<file path="src/rtl/ap_pkg.sv">
package ap_pkg;
  typedef enum logic [1:0] {
    CMD_NOP = 2'd0,
    CMD_ACT = 2'd1,
    CMD_RDA = 2'd2,
    CMD_WRA = 2'd3
  } ap_cmd_e;

  typedef enum logic [1:0] {
    BK_IDLE = 2'd0,
    BK_OPEN = 2'd1,
    BK_APRE = 2'd2
  } bank_st_e;

  localparam int unsigned DLY_W = 4;

  // Beats for a non-full-page burst code
  function automatic logic [DLY_W-1:0] burst_beats(input logic [1:0] code);
    return DLY_W'(1) << code;
  endfunction
endpackage

</file>
<file path="src/rtl/ap_timing_calc.sv">
module ap_timing_calc
  import ap_pkg::*;
#(
  parameter int unsigned CNT_W = 6,
  parameter int unsigned REL_W = CNT_W + 2
) (
  input  ap_cmd_e          cmd_i,
  input  logic [2:0]       bl_sel_i,
  input  logic             single_wr_i,
  input  logic             cl3_i,
  input  logic [CNT_W-1:0] trp_i,
  output logic             ap_en_o,
  output logic [DLY_W-1:0] start_o,
  output logic [REL_W-1:0] rel_m1_o
);
  logic             full_page;
  logic             is_wr;
  logic [DLY_W-1:0] beats;
  logic [DLY_W-1:0] wr_beats;

  assign full_page = bl_sel_i[2];
  assign is_wr     = (cmd_i == CMD_WRA);
  assign beats     = burst_beats(bl_sel_i[1:0]);
  assign wr_beats  = single_wr_i ? DLY_W'(1) : beats;

  always_comb begin
    ap_en_o = 1'b0;
    if (cmd_i == CMD_RDA) ap_en_o = !full_page;
    if (is_wr)            ap_en_o = !full_page || single_wr_i;
  end

  // write: last beat at BL-1, precharge CL-1 later
  assign start_o  = is_wr ? (wr_beats + DLY_W'(cl3_i)) : beats;
  assign rel_m1_o = REL_W'(start_o) + REL_W'(trp_i) - REL_W'(1);
endmodule

</file>
<file path="src/rtl/ap_bank_fsm.sv">
module ap_bank_fsm
  import ap_pkg::*;
#(
  parameter int unsigned CNT_W = 6,
  parameter int unsigned REL_W = CNT_W + 2
) (
  input  logic             clk_i,
  input  logic             rst_ni,
  input  logic             sel_i,
  input  ap_cmd_e          cmd_i,
  input  logic             ap_en_i,
  input  logic [DLY_W-1:0] start_i,
  input  logic [REL_W-1:0] rel_m1_i,
  input  logic [CNT_W-1:0] trp_i,
  input  logic [CNT_W-1:0] tras_i,
  output logic             ready_o,
  output logic             pre_start_o,
  output logic             viol_o
);
  bank_st_e         st_q;
  logic [REL_W-1:0] cnt_q;
  logic [CNT_W-1:0] ras_q;
  logic             eff_idle;
  logic             is_ap_cmd;
  logic             ras_ok;
  logic             act_ok;
  logic             ap_ok;

  assign eff_idle  = (st_q == BK_IDLE) || (st_q == BK_APRE && cnt_q == '0);
  assign is_ap_cmd = (cmd_i == CMD_RDA) || (cmd_i == CMD_WRA);
  // precharge at start_i must be >= tRAS after activate; ras_q lags one edge
  assign ras_ok    = REL_W'(ras_q) <= REL_W'(start_i) + REL_W'(1);
  assign act_ok    = sel_i && cmd_i == CMD_ACT && eff_idle;
  assign ap_ok     = sel_i && is_ap_cmd && st_q == BK_OPEN && ap_en_i;

  assign ready_o     = eff_idle;
  assign pre_start_o = (st_q == BK_APRE) && (cnt_q == REL_W'(trp_i) - REL_W'(1));

  always_comb begin
    viol_o = 1'b0;
    if (sel_i) begin
      if (cmd_i == CMD_ACT) viol_o = !eff_idle;
      else if (is_ap_cmd)   viol_o = (st_q != BK_OPEN) || (ap_en_i && !ras_ok);
    end
  end

  always_ff @(posedge clk_i or negedge rst_ni) begin
    if (!rst_ni) begin
      ras_q <= '0;
    end else if (act_ok) begin
      ras_q <= tras_i;
    end else if (ras_q != '0) begin
      ras_q <= ras_q - CNT_W'(1);
    end
  end

  always_ff @(posedge clk_i or negedge rst_ni) begin
    if (!rst_ni) begin
      st_q  <= BK_IDLE;
      cnt_q <= '0;
    end else if (act_ok) begin
      st_q  <= BK_OPEN;
      cnt_q <= '0;
    end else if (ap_ok) begin
      st_q  <= BK_APRE;
      cnt_q <= rel_m1_i;
    end else if (st_q == BK_APRE) begin
      if (cnt_q == '0) st_q <= BK_IDLE;
      else             cnt_q <= cnt_q - REL_W'(1);
    end
  end

  assert_open_on_act_R2: assert property (@(posedge clk_i) disable iff (!rst_ni)
    (sel_i && cmd_i == CMD_ACT && ready_o) |=> !ready_o);

  assert_busy_after_ap_R8: assert property (@(posedge clk_i) disable iff (!rst_ni)
    (sel_i && is_ap_cmd && ap_en_i && !ready_o && st_q == BK_OPEN) |=> !ready_o);

  assert_pre_pulse_R11: assert property (@(posedge clk_i) disable iff (!rst_ni)
    pre_start_o |=> !pre_start_o);
endmodule

</file>
<file path="src/rtl/ap_viol_latch.sv">
module ap_viol_latch #(
  parameter int unsigned BANK_W = 2
) (
  input  logic              clk_i,
  input  logic              rst_ni,
  input  logic              hit_i,
  input  logic [BANK_W-1:0] hit_bank_i,
  input  logic              clr_i,
  output logic              flag_o,
  output logic [BANK_W-1:0] bank_o
);
  always_ff @(posedge clk_i or negedge rst_ni) begin
    if (!rst_ni) begin
      flag_o <= 1'b0;
      bank_o <= '0;
    end else if (hit_i && (!flag_o || clr_i)) begin
      flag_o <= 1'b1;
      bank_o <= hit_bank_i;
    end else if (clr_i) begin
      flag_o <= 1'b0;
    end
  end

  assert_sticky_R10: assert property (@(posedge clk_i) disable iff (!rst_ni)
    (flag_o && !clr_i) |=> (flag_o && $stable(bank_o)));

  assert_clear_R10: assert property (@(posedge clk_i) disable iff (!rst_ni)
    (clr_i && !hit_i) |=> !flag_o);

  assert_capture_R10: assert property (@(posedge clk_i) disable iff (!rst_ni)
    hit_i |=> flag_o);
endmodule

</file>
<file path="src/rtl/ap_bank_tracker.sv">
module ap_bank_tracker
  import ap_pkg::*;
#(
  parameter int unsigned BANKS  = 4,
  parameter int unsigned CNT_W  = 6,
  parameter int unsigned DQM_W  = 4,
  parameter int unsigned BANK_W = (BANKS > 1) ? $clog2(BANKS) : 1
) (
  input  logic              clk_i,
  input  logic              rst_ni,
  input  logic [1:0]        cmd_i,
  input  logic [BANK_W-1:0] bank_i,
  input  logic [DQM_W-1:0]  dqm_i,
  input  logic [2:0]        bl_sel_i,
  input  logic              single_wr_i,
  input  logic              cl3_i,
  input  logic [CNT_W-1:0]  trp_i,
  input  logic [CNT_W-1:0]  tras_i,
  input  logic              clr_i,
  output logic [BANKS-1:0]  ready_o,
  output logic [BANKS-1:0]  pre_start_o,
  output logic              viol_o,
  output logic [BANK_W-1:0] viol_bank_o
);
  localparam int unsigned REL_W = CNT_W + 2;

  ap_cmd_e          cmd;
  logic             ap_en;
  logic [DLY_W-1:0] start;
  logic [REL_W-1:0] rel_m1;
  logic [BANKS-1:0] bank_viol;
  logic             unused_dqm;

  assign cmd        = ap_cmd_e'(cmd_i);
  // masks never shift precharge timing
  assign unused_dqm = ^dqm_i;

  ap_timing_calc #(.CNT_W(CNT_W), .REL_W(REL_W)) u_calc (
    .cmd_i       (cmd),
    .bl_sel_i    (bl_sel_i),
    .single_wr_i (single_wr_i),
    .cl3_i       (cl3_i),
    .trp_i       (trp_i),
    .ap_en_o     (ap_en),
    .start_o     (start),
    .rel_m1_o    (rel_m1)
  );

  for (genvar b = 0; b < BANKS; b++) begin : g_bank
    logic sel;
    assign sel = (bank_i == BANK_W'(b)) && (cmd != CMD_NOP);

    ap_bank_fsm #(.CNT_W(CNT_W), .REL_W(REL_W)) u_bank (
      .clk_i       (clk_i),
      .rst_ni      (rst_ni),
      .sel_i       (sel),
      .cmd_i       (cmd),
      .ap_en_i     (ap_en),
      .start_i     (start),
      .rel_m1_i    (rel_m1),
      .trp_i       (trp_i),
      .tras_i      (tras_i),
      .ready_o     (ready_o[b]),
      .pre_start_o (pre_start_o[b]),
      .viol_o      (bank_viol[b])
    );
  end

  ap_viol_latch #(.BANK_W(BANK_W)) u_viol (
    .clk_i      (clk_i),
    .rst_ni     (rst_ni),
    .hit_i      (|bank_viol),
    .hit_bank_i (bank_i),
    .clr_i      (clr_i),
    .flag_o     (viol_o),
    .bank_o     (viol_bank_o)
  );

  assert_act_busy_R8: assert property (@(posedge clk_i) disable iff (!rst_ni)
    (cmd == CMD_ACT && !ready_o[bank_i]) |=> viol_o);

  assert_no_viol_on_nop_R2: assert property (@(posedge clk_i) disable iff (!rst_ni)
    (cmd == CMD_NOP && !viol_o && !clr_i) |=> !viol_o);
endmodule

</file>
<file path="config.mk">
export PLATFORM = sky130hd
export DESIGN_NAME = ap_bank_tracker
export DESIGN_NICKNAME = d
export VERILOG_FILES = /design/src/rtl/ap_pkg.sv /design/src/rtl/ap_timing_calc.sv /design/src/rtl/ap_bank_fsm.sv /design/src/rtl/ap_viol_latch.sv /design/src/rtl/ap_bank_tracker.sv
export SDC_FILE = /design/constraint.sdc
export NUM_CORES = 1
export LEC_CHECK = 0
export ABC_AREA = 1
export BUFFER_PORTS_ARGS = -buffer_cell sky130_fd_sc_hd__buf_2
export CORE_UTILIZATION = 30
export CTS_CLUSTER_SIZE = 40
export DETAILED_ROUTE_END_ITERATION = 6
export GPL_TIMING_DRIVEN = 0
export PLACE_DENSITY = 0.47
export SYNTH_ARGS = -nofsm -noshare
export SYNTH_HDL_FRONTEND = slang
export SYNTH_SLANG_ARGS = --single-unit
</file>
<file path="constraint.sdc">
create_clock -name clk_i -period 1.8 [get_ports clk_i]
set_input_delay 0.09 -clock clk_i [delete_from_list [all_inputs] [get_ports clk_i]]
set_output_delay 0.09 -clock clk_i [all_outputs]
set_load 0.005 [all_outputs]
</file>
## After elaboration in Yosys (flattened, before gate mapping)

Cells that the tools add are included.

| storage, ports and cells | value |
|---|---|
| flip-flop bits (word level) | 67 |
| input bits | 28 |
| RAM bits | 0 |
| bits in read-only memories | 0 |
| output and inout bits | 11 |
| memories kept | 0 |
| word-level logic and storage cells | 210 |
| latch bits | 0 |

| cells by class | value |
|---|---|
| bitwise gates (word level) | 0 |
| multiplexer cells | 58 |
| divide/modulo/power cells | 0 |
| order comparisons | 4 |
| shifts and indexed selects | 1 |
| reductions and logical operators | 94 |
| multiply operators | 0 |
| add/sub/neg operators | 13 |
| equal/unequal tests | 26 |

Operators by type and width:

| operator | count |
|---|---|
| $mux 8 | 16 |
| $mux 6 | 8 |
| $sub 8x1->8 const B | 5 |
| $logic_and 1x1->1 | 37 |
| $eq 8x8->1 | 4 |
| $le 6x8->1 | 4 |
| $logic_not 8->1 | 4 |
| $mux 2 | 16 |
| $reduce_bool 3->1 | 8 |
| $reduce_bool 6->1 | 4 |
| $sub 6x1->6 const B | 4 |
| $eq 2x2->1 const B | 8 |
| $mux 1 | 16 |
| $reduce_and 2->1 | 8 |
| $eq 2x1->1 const B | 6 |
| $ne 3x1->1 const B | 4 |
| $reduce_bool 2->1 | 6 |
| $logic_or 1x1->1 | 11 |
| $logic_not 1->1 | 10 |
| $logic_not 2->1 | 5 |
| $mux 4 | 2 |
| $ne 2x1->1 const B | 4 |
| $add 4x6->7 | 1 |
| $sub 6x1->7 const B | 1 |
| 4 further kinds | 4 |

## Logic depth before layout (Yosys ltp)

Gate-level depths: netlist of the first run.

| logic depth | value |
|---|---|
| depth in word-level cells | 15 |
| depth in mapped cells | 23 |
| depth with buffers taken out | 23 |

## Hierarchy

A second synthesis of the first run with hierarchy kept.

| unflattened totals | value |
|---|---|
| cell total of the unflattened synthesis | 1042 |
| area, all modules | 6806.5 um^2 |

Modules (own cells, without submodules):

| module | instances | seq. area each (um^2) | area each (um^2) | cells an instance |
|---|---|---|---|---|
| ap_bank_fsm at g_bank[0].u_bank ... | 3 | 400.4 | 1537.7 | 234 |
| ap_bank_fsm at g_bank[1].u_bank | 1 | 400.4 | 1521.5 | 238 |
| ap_timing_calc | 1 | 0.0 | 491.7 | 75 |
| ap_viol_latch | 1 | 75.1 | 120.1 | 13 |
| ap_bank_tracker | 1 | 0.0 | 60.1 | 14 |

## Worst setup path before layout of the first run

OpenSTA, ideal clock, no wires.

| timing | value |
|---|---|
| path kind | input-to-reg |
| start point | input port bl_sel_i[0] |
| end point | register g_bank[3].u_bank.cnt_q[6] |
| stages on the path | 17 |
| path buffers | 0 |
| setup time | 0.116 ns |
| slack | -0.934 ns |
| required time | 1.684 ns |
| data arrival time | 2.618 ns |
| cells stage by stage | nor2_1 or2_2 ha_1 ha_1 inv_1 o21ai_0 inv_1 fa_1 o21ai_2 xor2_2 inv_2 nor2_1 nand2_1 nand2_1 nand3_1 nand2_1 nand2_1 |

| on the way | value |
|---|---|
| cells in the longest elaborated chain, start to end | 8 |

Ends and longest elaborated chain:

| item | line | source |
|---|---|---|
| start, declared | ap_bank_tracker.sv:14 | `input logic [2:0] bl_sel_i,` |
| $shl 1x2->4 * | ap_pkg.sv:19 | `return DLY_W'(1) << code;` |
| $mux 4 | ap_timing_calc.sv:24 | `assign wr_beats = single_wr_i ? DLY_W'(1) : beats;` |
| $add 4x1->4 | ap_timing_calc.sv:33 | `assign start_o = is_wr ? (wr_beats + DLY_W'(cl3_i)) : beats;` |
| $mux 4 * | ap_timing_calc.sv:33 |  |
| $add 4x6->7 * | ap_timing_calc.sv:34 | `assign rel_m1_o = REL_W'(start_o) + REL_W'(trp_i) - REL_W'(1);` |
| $sub 8x1->8 * | ap_timing_calc.sv:34 |  |
| $mux 8 * | ap_bank_fsm.sv:64 | `end else if (ap_ok) begin` |
| $mux 8 * | ap_bank_fsm.sv:61 | `end else if (act_ok) begin` |
| end signal, assigned | ap_bank_fsm.sv:66 | `cnt_q <= rel_m1_i;` |
| end signal, assigned | ap_bank_fsm.sv:69 | `else cnt_q <= cnt_q - REL_W'(1);` |
| end, declared | ap_bank_fsm.sv:21 | `logic [REL_W-1:0] cnt_q;` |

Every way passes the cells marked *; elsewhere a longest branch is shown, timed or not.
A chain may end at the register's enable or synchronous reset.

## Worst setup path in the final report of the first run

| timing | value |
|---|---|
| start point | input port bl_sel_i[0] |
| end point | register u_viol.flag_o |

| on the way | value |
|---|---|
| cells in the longest elaborated chain, start to end | 15 |
| elaborated cells on any way between the ends | 37 |
| those cells by class | 2 x add/sub; 4 x order compare; 1 x shift; 15 x mux; 15 x reduce/logical |

Ends and longest elaborated chain:

| item | line | source |
|---|---|---|
| $shl 1x2->4 * | ap_pkg.sv:19 |  |
| $mux 4 | ap_timing_calc.sv:24 |  |
| $add 4x1->4 | ap_timing_calc.sv:33 |  |
| $mux 4 * | ap_timing_calc.sv:33 |  |
| $add 4x1->5 * | ap_bank_fsm.sv:32 | `assign ras_ok = REL_W'(ras_q) <= REL_W'(start_i) + REL_W'(1);` |
| $le 6x8->1 | ap_bank_fsm.sv:32 |  |
| $logic_not 1->1 | ap_bank_fsm.sv:43 | `else if (is_ap_cmd) viol_o = (st_q != BK_OPEN) \|\| (ap_en_i && !ras_ok);` |
| $logic_and 1x1->1 | ap_bank_fsm.sv:43 |  |
| $logic_or 1x1->1 | ap_bank_fsm.sv:43 |  |
| $mux 1 | ap_bank_fsm.sv:43 |  |
| $mux 1 | ap_bank_fsm.sv:42 | `if (cmd_i == CMD_ACT) viol_o = !eff_idle;` |
| $mux 1 | ap_bank_fsm.sv:41 | `if (sel_i) begin` |
| $reduce_or 4->1 * | ap_bank_tracker.sv:72 | `.hit_i (\|bank_viol),` |
| $logic_and 1x1->1 * | ap_viol_latch.sv:16 | `end else if (hit_i && (!flag_o \|\| clr_i)) begin` |
| $mux 1 / $reduce_bool 2->1 (equally long branches) | n/a |  |
| end signal, assigned | ap_viol_latch.sv:14 | `flag_o <= 1'b0;` |
| end signal, assigned | ap_viol_latch.sv:17 | `flag_o <= 1'b1;` |
| end signal, assigned | ap_viol_latch.sv:20 | `flag_o <= 1'b0;` |
| end, declared | ap_viol_latch.sv:9 | `output logic flag_o,` |

Marks and branches as above.

==> results.json, run 1 <==
{
  "status": "finished with violations",
  "violations": "negative setup slack",
  "yosys-top-cells-count": "208 x nand2_1, 121 x inv_1, 67 x dfrtp_1, 66 x nor2_1, 61 x nand3_1",
  "area_growth_pct": 38.0,
  "slew_headroom_pct": 63.9,
  "die_w_um": 141,
  "worstSkewPairLatency_ns": 0.35,
  "dp_cells": 1096,
  "hold_path_end": "g_bank[3].u_bank.ras_q[1]",
  "cp.required_ns": 2.03,
  "p_leak_nw": 3.66,
  "cts_buffers": 9,
  "post-route-util_pct": 42.3,
  "clk_pin_slew_ns": 0.06,
  "ys_warn_count": 0,
  "synth.top_cell.area_share_pct": 29.1,
  "r2r-start": "g_bank[2].u_bank.cnt_q[1]",
  "final.min_clock_period_ns": 2.39,
  "post-synth-top-count-cell": "nand2_1",
  "route.detailed.drc": 0,
  "synthFlopType": "dfrtp_1",
  "tightest_slew_ns": 0.541,
  "num_io_pins": 39,
  "seqPwrFrac_pct": 29.3,
  "rsz0062_at_grt": "yes",
  "num_rows": 50,
  "power_density_mw_per_mm2": 940,
  "drt-initial-drc-count": 249,
  "crit-reg2reg-capture": "g_bank[2].u_bank.ras_q[0]",
  "setup_slack_ns": -0.588,
  "place.gp.congestion": 0.811,
  "synth_area_leader_cell": "dfrtp_1",
  "ys_seq_area_share_pct": 29.1,
  "end_kind": "flop",
  "gr-usage-all-layers_pct": 19.2,
  "grt_max_degree": 44,
  "ys_async_sr_fraction_pct": 100,
  "setup_violations": 34,
  "grt_pass1_wl_um": 28900,
  "finalCritPeriodShare_pct": 133,
  "clkPwrFrac_pct": 25.5,
  "first_pass_iters": 4,
  "clock-skew-final_ns": 0.00818,
  "syn-num-nets": 894,
  "worst_setup_path_start_kind": "input port",
  "max_cap_viol_count": 0,
  "reg2reg_slack_ns": -0.04,
  "synth_edf_count": 0,
  "antenna_found_initial": 0,
  "port_buffers": 33,
  "clkSinkCount": 67,
  "hold_viol": 0,
  "critical_path_arrival_ns": 2.62,
  "start_util_pct": 30.7,
  "dpl.hpwl_um": 13100,
  "routed_via_density": 4.82,
  "drtAntennaViolNets": 0,
  "hold_path_depth": 3,
  "tritoncts": "yes",
  "ys_ff_latch": 67,
  "clock.fmax_mhz": 419,
  "die_y_um": 141,
  "fill_cells": 1962,
  "clockRootBuffer": "clkbuf_16",
  "grt_remaining_overflow": 0,
  "stdcell_count": 1159,
  "dieArea_mm2": 0.0197,
  "netlist_area_mm2": 0.00576,
  "sw_frac_of_total_pct": 39.4,
  "core_area_mm2": 0.0188,
  "crit_type": "input port to flop",
  "synth_cell_types": 42,
  "post_drt_wl_per_cell_um": 15.6,
  "ys_top_cells_by_area": "dfrtp_1 29%, nand2_1 14%, ha_1 8.0%",
  "report.final.slew_viol_count": 0,
  "p_switching_mw": 2.94,
  "syn_area_per_cell_um2": 6.95,
  "nets": 986,
  "num_antenna_cells": 0,
  "combPwrFrac_pct": 45.2,
  "vias": 5589,
  "hp-class": "input port to flop",
  "worstPathMaxFanout": 4,
  "peakVddDrop_v": 0.000611,
  "hp-start": "tras_i[1]",
  "finalWirelength_um": 18000,
  "ctsHtreeMaxLevel": 3,
  "cellInternalPower_mw": 4.53,
  "netlist_instances": 828,
  "drive_gt1_share_pct": 32.4,
  "clk_path_buf_depth": 2,
  "r2r_cells": 11,
  "grt_pass1_vias": 5370
}
==> critical path: stages <==
cell and delay (ns):
buf_8 0.08, nor2_4 0.03, or2_4 0.23, ha_4 0.16
ha_4 0.25, inv_2 0.03, o21ai_4 0.21, ha_4 0.22
xnor2_4 0.13, buf_12 0.15, ha_4 0.20, nand2_2 0.05
inv_1 0.04, nand2_1 0.05, nand2_1 0.05, nand2_1 0.05
nand2_1 0.04, nand2_1 0.09, nand2_1 0.05, nand2_1 0.07
nand2_2 0.08, o21ai_2 0.18, nand2_1 0.07
==> layout make-up <==
cell class                      count  area [um^2]  area share, %
Sequential cell                    67         1680           21.1
Clock inverter                      4         47.5          0.598
Inverter                          140          559           7.04
Tap cell                          234          293           3.68
Timing Repair Buffer               83          689           8.68
Clock buffer                       12          267           3.35
Buffer                             11         78.8          0.992
Multi-Input combinational cell    608         4340           54.6
==> logic make-up (layout without fill, tap and decap cells) <==
| kind of cell | after synthesis | after routing | synth area share, % |
|---|---|---|---|
| AND/OR/NAND/NOR | 391 | 391 | 30.7 |
| flip-flops | 67 | 67 | 29.1 |
| AO/OA/AOI/OAI | 141 | 141 | 14.8 |
| XOR/XNOR | 38 | 38 | 6.17 |
| adder cells (fa/ha/maj) | 38 | 38 | 8.39 |
| buffers and inverters | 153 | 250 | 10.8 |
==> per-layer routing <==
layer,vias to the layer above,share of wire (%),GRT usage [%]
li1,2885,-,-
met1,2589,47,25.2
met2,96,48,32.1
met3,19,3.2,3.04
met4,0,1.8,6.69
met5,-,0,0
==> cells in the final DEF, fill, tap and decap left out, types with 9 or more instances in the layout <==
| cell type | synthesis | routed |
|---|---|---|
| xor2_1 | 25 | 20 |
| dfrtp_1 | 67 | 67 |
| nand2_1 | 208 | 182 |
| o21ai_1 | 17 | 30 |
| ha_1 | 37 | 18 |
| ha_4 | 0 | 18 |
| nor3_1 | 10 | 9 |
| nor2_4 | 3 | 16 |
| nand2_4 | 0 | 12 |
| nand3_1 | 61 | 42 |
| a21oi_1 | 28 | 23 |
| xnor2_1 | 10 | 9 |
| buf_2 | 4 | 29 |
| inv_1 | 121 | 96 |
| clkbuf_16 | 0 | 9 |
| o21ai_0 | 54 | 36 |
| buf_6 | 0 | 14 |
| nand3_2 | 5 | 16 |
| nor2_1 | 66 | 50 |
| inv_2 | 16 | 35 |
| nand4_1 | 12 | 12 |
| buf_4 | 9 | 43 |
| nand2_2 | 5 | 19 |
| nand3_4 | 4 | 12 |
==> how the worst max path moves through the flow <==
stage / start / endpoint / slack [ns] / depth (start not counted)
6_report: bl_sel_i[0] / u_viol.flag_o / -0.59 / 23
2_1_floorplan: bl_sel_i[0] / g_bank[0].u_bank.cnt_q[5] / -0.69 / 17
3_3_place_gp: bl_sel_i[0] / u_viol.flag_o / -1.30 / 22
3_5_place_dp: bl_sel_i[0] / u_viol.bank_o[0] / -1.30 / 24
5_1_grt: bl_sel_i[0] / u_viol.bank_o[0] / -0.76 / 25
4_1_cts: single_wr_i / u_viol.bank_o[0] / -0.64 / 24
==> per-stage QoR <==
stage                     setup WS, ns  total power [mW]  setup TNS, ns  hold WS (ns)  area [um^2]
final                           -0.588              7.47         -14.44        0.0249         7950
after global routing            -0.760              8.07         -20.23        0.0213         7950
after CTS                       -0.644              7.13         -15.50        0.0141         7490
after detailed placement         -1.30              4.77         -44.18        0.0519         6390
after global placement           -1.30              4.76         -44.45         0.382         6360
after floorplan                 -0.687              4.11         -17.60        -0.206         5900
==> power by group through the flow <==
| stage | combinational [mW] | sequential [mW] | clock, mW |
|---|---|---|---|
| 2_1_floorplan | 2.03 | 2.08 | 0 |
| 3_3_place_gp | 2.60 | 2.16 | 0 |
| 3_5_place_dp | 2.61 | 2.16 | 0 |
| 4_1_cts | 3.00 | 2.16 | 1.96 |
| 5_1_grt | 3.82 | 2.23 | 2.02 |
| 6_report | 3.38 | 2.19 | 1.91 |
==> repair_timing <==
item	in CTS	in global routing
pin swaps	50	37
endpoints found under the setup margin	69	66
hold buffers	1	0
endpoints found under the hold margin	24	0
gates resized for setup	137	66
buffers inserted	28	21
==> flip-flops by register name (all words and copies together), names as in the netlist <==
name and flops:
g_bank.u_bank.cnt_q 32, g_bank.u_bank.ras_q 24, g_bank.u_bank.st_q 8, u_viol.bank_o 2
u_viol.flag_o 1
(Power assumes the default switching activity.)
==> run 2: changes to the inputs <==
Clock period 1.8 ns to 2 ns, I/O delays scaled along.
==> results.json, run 2 (same netlist as run 1, synthesis figures left out) <==
{
  "crit_top_cell": "nand2_1",
  "max_cap_viol_count": 0,
  "rsz0062_at_grt": "yes",
  "drtAntennaViolNets": 0,
  "routed_via_density": 4.81,
  "layout_common_cells": "190 x nand2_1, 104 x inv_1, 67 x dfrtp_1, 54 x nor2_1, 45 x nand3_1",
  "ff_latch_area_mm2": 0.00168,
  "drt-initial-drc-count": 229,
  "report.final.slew_viol_count": 0,
  "clkSinkCount": 67,
  "power_density_mw_per_mm2": 850,
  "drive_gt1_share_pct": 27.5,
  "slew_headroom_pct": 63.7,
  "multiInputGateArea_mm2": 0.00413,
  "grt_max_degree": 44,
  "clk_pin_slew_ns": 0.06,
  "p_leak_nw": 3.53,
  "violations": "negative setup slack",
  "clockRootBuffer": "clkbuf_16",
  "status": "finished with violations",
  "end_kind": "flop",
  "peakVddDrop_v": 0.000555,
  "fin_setup_tns_ns": -8.55,
  "cts_buffers": 9,
  "dp_cells": 1096,
  "first_pass_iters": 5,
  "clock-skew-final_ns": 0.00810,
  "post_drt_wl_per_cell_um": 15.4,
  "final.min_clock_period_ns": 2.40,
  "final_area_mm2": 0.00756,
  "power_mw": 6.43,
  "area_growth_pct": 31.3,
  "max_stage_delay_ns": 0.25,
  "antenna_found_initial": 0,
  "setup_slack_ns": -0.396,
  "dp_slack_ns": -1.11,
  "cp_slowest_cell": "ha_4",
  "largest_reg_flops": 32,
  "start_util_pct": 30.7,
  "core_area_mm2": 0.0188,
  "post-route-util_pct": 40.3,
  "tritoncts": "yes",
  "dpl.hpwl_um": 13100,
  "clk_path_buf_depth": 2,
  "num_io_pins": 39,
  "layout_commonest_cell": "nand2_1",
  "stdcell_count": 1138,
  "cp.required_ns": 2.23,
  "finalCritPeriodShare_pct": 120,
  "grt_pass1_vias": 5244,
  "port_buffers": 33,
  "ctsHtreeMaxLevel": 3,
  "place_area_mm2": 0.00639,
  "dieArea_mm2": 0.0197,
  "nets": 965,
  "hold_viol": 0,
  "critical_path_arrival_ns": 2.62,
  "die_w_um": 141,
  "crit_chain": "buf_8 > nor2_4 > or2_4 > ha_4 > ha_4 > inv_2 > o21ai_4 > ha_4 > xnor2_4 > buf_12 > ha_4 > nand2_2 > inv_1 > nand2_1 > nand2_1 > nand2_1 > nand2_1 > nand2_1 > nand2_1 > nand2_1 > nand2_2 > o21ai_2 > nand2_1",
  "hold-worst-slack_ns": 0.0362,
  "worstSkewPairLatency_ns": 0.34,
  "num_rows": 50,
  "worst_setup_path_start_kind": "input port",
  "die_y_um": 141,
  "finalWirelength_um": 17600,
  "place.gp.congestion": 0.811,
  "top_regs": "g_bank.u_bank.cnt_q (32), g_bank.u_bank.ras_q (24), g_bank.u_bank.st_q (8)",
  "hp-class": "input port to flop",
  "gr-usage-all-layers_pct": 18.9,
  "regMostFlops": "g_bank.u_bank.cnt_q",
  "vias": 5476,
  "route.detailed.drc": 0,
  "tightest_slew_ns": 0.544,
  "num_antenna_cells": 0,
  "setup_violations": 29,
  "crit_type": "input port to flop",
  "fill_cells": 1984,
  "worstPathMaxFanout": 4,
  "grt_remaining_overflow": 0,
  "grt_pass1_wl_um": 28300,
  "clock.fmax_mhz": 417
}
## run 2: worst max-delay path, delay by kind of cell
kind | cells | cell delay, ns
AOI/OAI and AO/OA | 2 | 0.39
xor gates and xnor gates | 1 | 0.13
adders and majority gates | 4 | 0.83
buffers and inverters | 4 | 0.30
and+or+nand+nor | 12 | 0.86
## run 2: final cells by class
| type | instances | share of cell area, % |
|---|---|---|
| clock inverter | 4 | 0.629 |
| buffer | 12 | 1.14 |
| sequential | 67 | 22.2 |
| multi-input combinational | 608 | 54.6 |
| timing repair buffer | 61 | 6.75 |
| tap | 234 | 3.87 |
| clock buffer | 12 | 3.52 |
| inverter | 140 | 7.33 |
## run 2: timing repair
item,CTS,global route
hold buffers,1,0
resized for setup,99,42
endpoints found under the setup margin,58,63
hold endpoints to repair,24,0
pin swaps,36,27
buffers inserted,12,15
## run 2: report_power, final
| group | total (mW) | internal, mW | switching [mW] |
|---|---|---|---|
| Clock | 1.72 | 1.06 | 0.659 |
| Sequential | 1.96 | 1.66 | 0.300 |
| Combinational | 2.74 | 1.18 | 1.56 |
## run 2: metal layers
metal,share of wire [%],track usage [%],wire [um]
met4,1.6,6.12,285
met5,0,0,0
met2,48,31.5,8470
met1,47,24.8,8340
met3,2.7,3.04,471
## run 2: path summary, 6_finish.rpt
kind / start / end / slack [ns] / depth (start not counted)
max: bl_sel_i[0] / u_viol.flag_o / -0.40 / 23
max in group asynchronous: rst_ni / g_bank[3].u_bank.ras_q[3] / 1.21 / 3
min: tras_i[1] / g_bank[3].u_bank.ras_q[1] / 0.04 / 3
min reg2reg: g_bank[2].u_bank.st_q[1] / g_bank[2].u_bank.st_q[1] / 0.47 / 2
max reg2reg: g_bank[2].u_bank.cnt_q[0] / g_bank[2].u_bank.ras_q[0] / 0.03 / 11
min in group asynchronous: rst_ni / g_bank[1].u_bank.cnt_q[7] / 0.22 / 2
==> run 3: changes to the inputs <==
Settings changed: PLACE_DENSITY 0.47 to default.
==> results.json, run 3 (same netlist as run 1, synthesis figures left out) <==
{
  "status": "finished with violations",
  "violations": "negative setup slack",
  "worstSkewPairLatency_ns": 0.34,
  "post-route-util_pct": 41.2,
  "hold_path_end": "g_bank[3].u_bank.ras_q[1]",
  "dieArea_mm2": 0.0197,
  "p_leak_nw": 3.58,
  "hold_viol": 0,
  "cts_buffers": 9,
  "drive_gt1_share_pct": 30.1,
  "drtAntennaViolNets": 0,
  "regMostFlops": "g_bank.u_bank.cnt_q",
  "hold-worst-slack_ns": 0.0455,
  "first_pass_iters": 5,
  "post_drt_wl_per_cell_um": 14.7,
  "max_stage_delay_ns": 0.40,
  "peakVddDrop_v": 0.000410,
  "setup_violations": 30,
  "crit_chain": "buf_6 > or2_4 > ha_4 > ha_4 > inv_2 > o21ai_4 > inv_2 > fa_2 > o21ai_4 > xor2_2 > inv_2 > nor2_4 > nand2_2 > nand2_4 > nand3_2 > nand2_1 > nand2_1",
  "critical_path_arrival_ns": 2.66,
  "slew_headroom_pct": 64.1,
  "largest_reg_flops": 32,
  "tritoncts": "yes",
  "grt_max_degree": 59,
  "power_density_mw_per_mm2": 838,
  "area_growth_pct": 34.2,
  "port_buffers": 33,
  "multiInputGateArea_mm2": 0.00424,
  "hp-start": "tras_i[1]",
  "finalWirelength_um": 16900,
  "layout_commonest_cell": "nand2_1",
  "grt_pass1_wl_um": 27100,
  "reg2reg_slack_ns": 0.13,
  "clkSinkCount": 67,
  "grt_remaining_overflow": 0,
  "clock.fmax_mhz": 410,
  "cp_slowest_cell": "fa_2",
  "num_io_pins": 39,
  "routed_via_density": 4.90,
  "fin_setup_tns_ns": -9.94,
  "grt_pass1_vias": 5372,
  "top_regs": "g_bank.u_bank.cnt_q (32), g_bank.u_bank.ras_q (24), g_bank.u_bank.st_q (8)",
  "vias": 5629,
  "worstPathMaxFanout": 4,
  "hp-class": "input port to flop",
  "worst_setup_path_start_kind": "input port",
  "dp_cells": 1096,
  "final.min_clock_period_ns": 2.44,
  "gr-usage-all-layers_pct": 17.4,
  "setup_slack_ns": -0.438,
  "crit-reg2reg-capture": "g_bank[1].u_bank.cnt_q[6]",
  "num_rows": 50,
  "num_antenna_cells": 0,
  "finalCritPeriodShare_pct": 122,
  "drt-initial-drc-count": 225,
  "place.gp.congestion": 0.854,
  "stdcell_count": 1148,
  "layout_common_cells": "184 x nand2_1, 101 x inv_1, 67 x dfrtp_1, 50 x nor2_1, 44 x nand3_1",
  "report.final.slew_viol_count": 0,
  "fill_cells": 1913,
  "crit_top_cell": "inv_2",
  "clk_path_buf_depth": 2,
  "clk_pin_slew_ns": 0.06,
  "hold_path_depth": 3,
  "max_cap_viol_count": 0,
  "clock-skew-final_ns": 0.0100,
  "ff_latch_area_mm2": 0.00168,
  "crit_type": "input port to flop",
  "tightest_slew_ns": 0.538,
  "core_area_mm2": 0.0188,
  "r2r-start": "g_bank[1].u_bank.cnt_q[0]",
  "clockRootBuffer": "clkbuf_16",
  "route.detailed.drc": 0,
  "nets": 975,
  "die_y_um": 141,
  "rsz0062_at_grt": "yes",
  "die_w_um": 141,
  "antenna_found_initial": 0,
  "dpl.hpwl_um": 12100,
  "cp.required_ns": 2.23,
  "start_util_pct": 30.7,
  "ctsHtreeMaxLevel": 3,
  "r2r_cells": 11,
  "end_kind": "flop"
}
[run 3: cell types whose count changed in the layout (fill, tap and decap cells not counted), moves of 4 or more]
cell / delta
buf_4: +13
o21ai_1: -5
nand2_1: -6
nor2_1: -4
inv_2: +4
[run 3: layout make-up]
class	instances	share of cell area, %
inverter	140	7.08
clock buffer	10	3.09
multi-input combinational	608	54.9
buffer	11	0.972
clock inverter	6	1.15
sequential	67	21.7
timing repair buffer	72	7.34
tap	234	3.79
[run 3: worst max-delay path, delay by kind of cell]
| family | cells | cell delay (ns) |
|---|---|---|
| XOR/XNOR | 1 | 0.21 |
| AND/OR/NAND/NOR | 7 | 0.80 |
| buffers and inverters | 4 | 0.30 |
| adder cells (fa/ha/maj) | 3 | 0.83 |
| AO/OA/AOI/OAI | 2 | 0.41 |
[run 3: where the power goes]
part | internal (mW) | switching (mW)
registers | 1.66 | 0.291
logic | 1.17 | 1.58
clock network | 1.13 | 0.648
total | 3.96 | 2.52
[run 3: worst max-delay path by stage]
stage,start,to,cells after the start
6_report,single_wr_i,g_bank[3].u_bank.cnt_q[6],17
5_1_grt,bl_sel_i[0],u_viol.bank_o[0],25
4_1_cts,single_wr_i,g_bank[0].u_bank.cnt_q[6],16
3_5_place_dp,bl_sel_i[0],u_viol.flag_o,19
3_3_place_gp,bl_sel_i[0],g_bank[0].u_bank.cnt_q[6],17
2_1_floorplan,bl_sel_i[0],g_bank[0].u_bank.cnt_q[5],17
[run 3: repair_timing]
item | CTS | global route
buffers inserted | 20 | 19
gates cloned | 0 | 0
hold buffers | 1 | 0
endpoints found under the setup margin | 47 | 65
endpoints found under the hold margin | 67 | 0
pin swaps | 54 | 40
resized for setup | 92 | 68
[run 3: routing by layer]
layer | share of wire, % | vias up | track usage (%)
met1 | 46 | 2654 | 22.8
met2 | 48 | 97 | 29.1
met5 | 0 | - | 0
met4 | 2.0 | 0 | 5.43
met3 | 4.1 | 24 | 2.91
li1 | - | 2854 | -
[run 3: metrics by stage]
| stage | cell area (um^2) | power (mW) | setup slack [ns] |
|---|---|---|---|
| final | 7730 | 6.48 | -0.438 |
| after global routing | 7730 | 6.97 | -0.620 |
| after CTS | 7320 | 6.29 | -0.469 |
| after detailed placement | 6390 | 4.25 | -1.04 |
| after global placement | 6360 | 4.21 | -1.02 |
| after floorplan | 5900 | 3.70 | -0.497 |
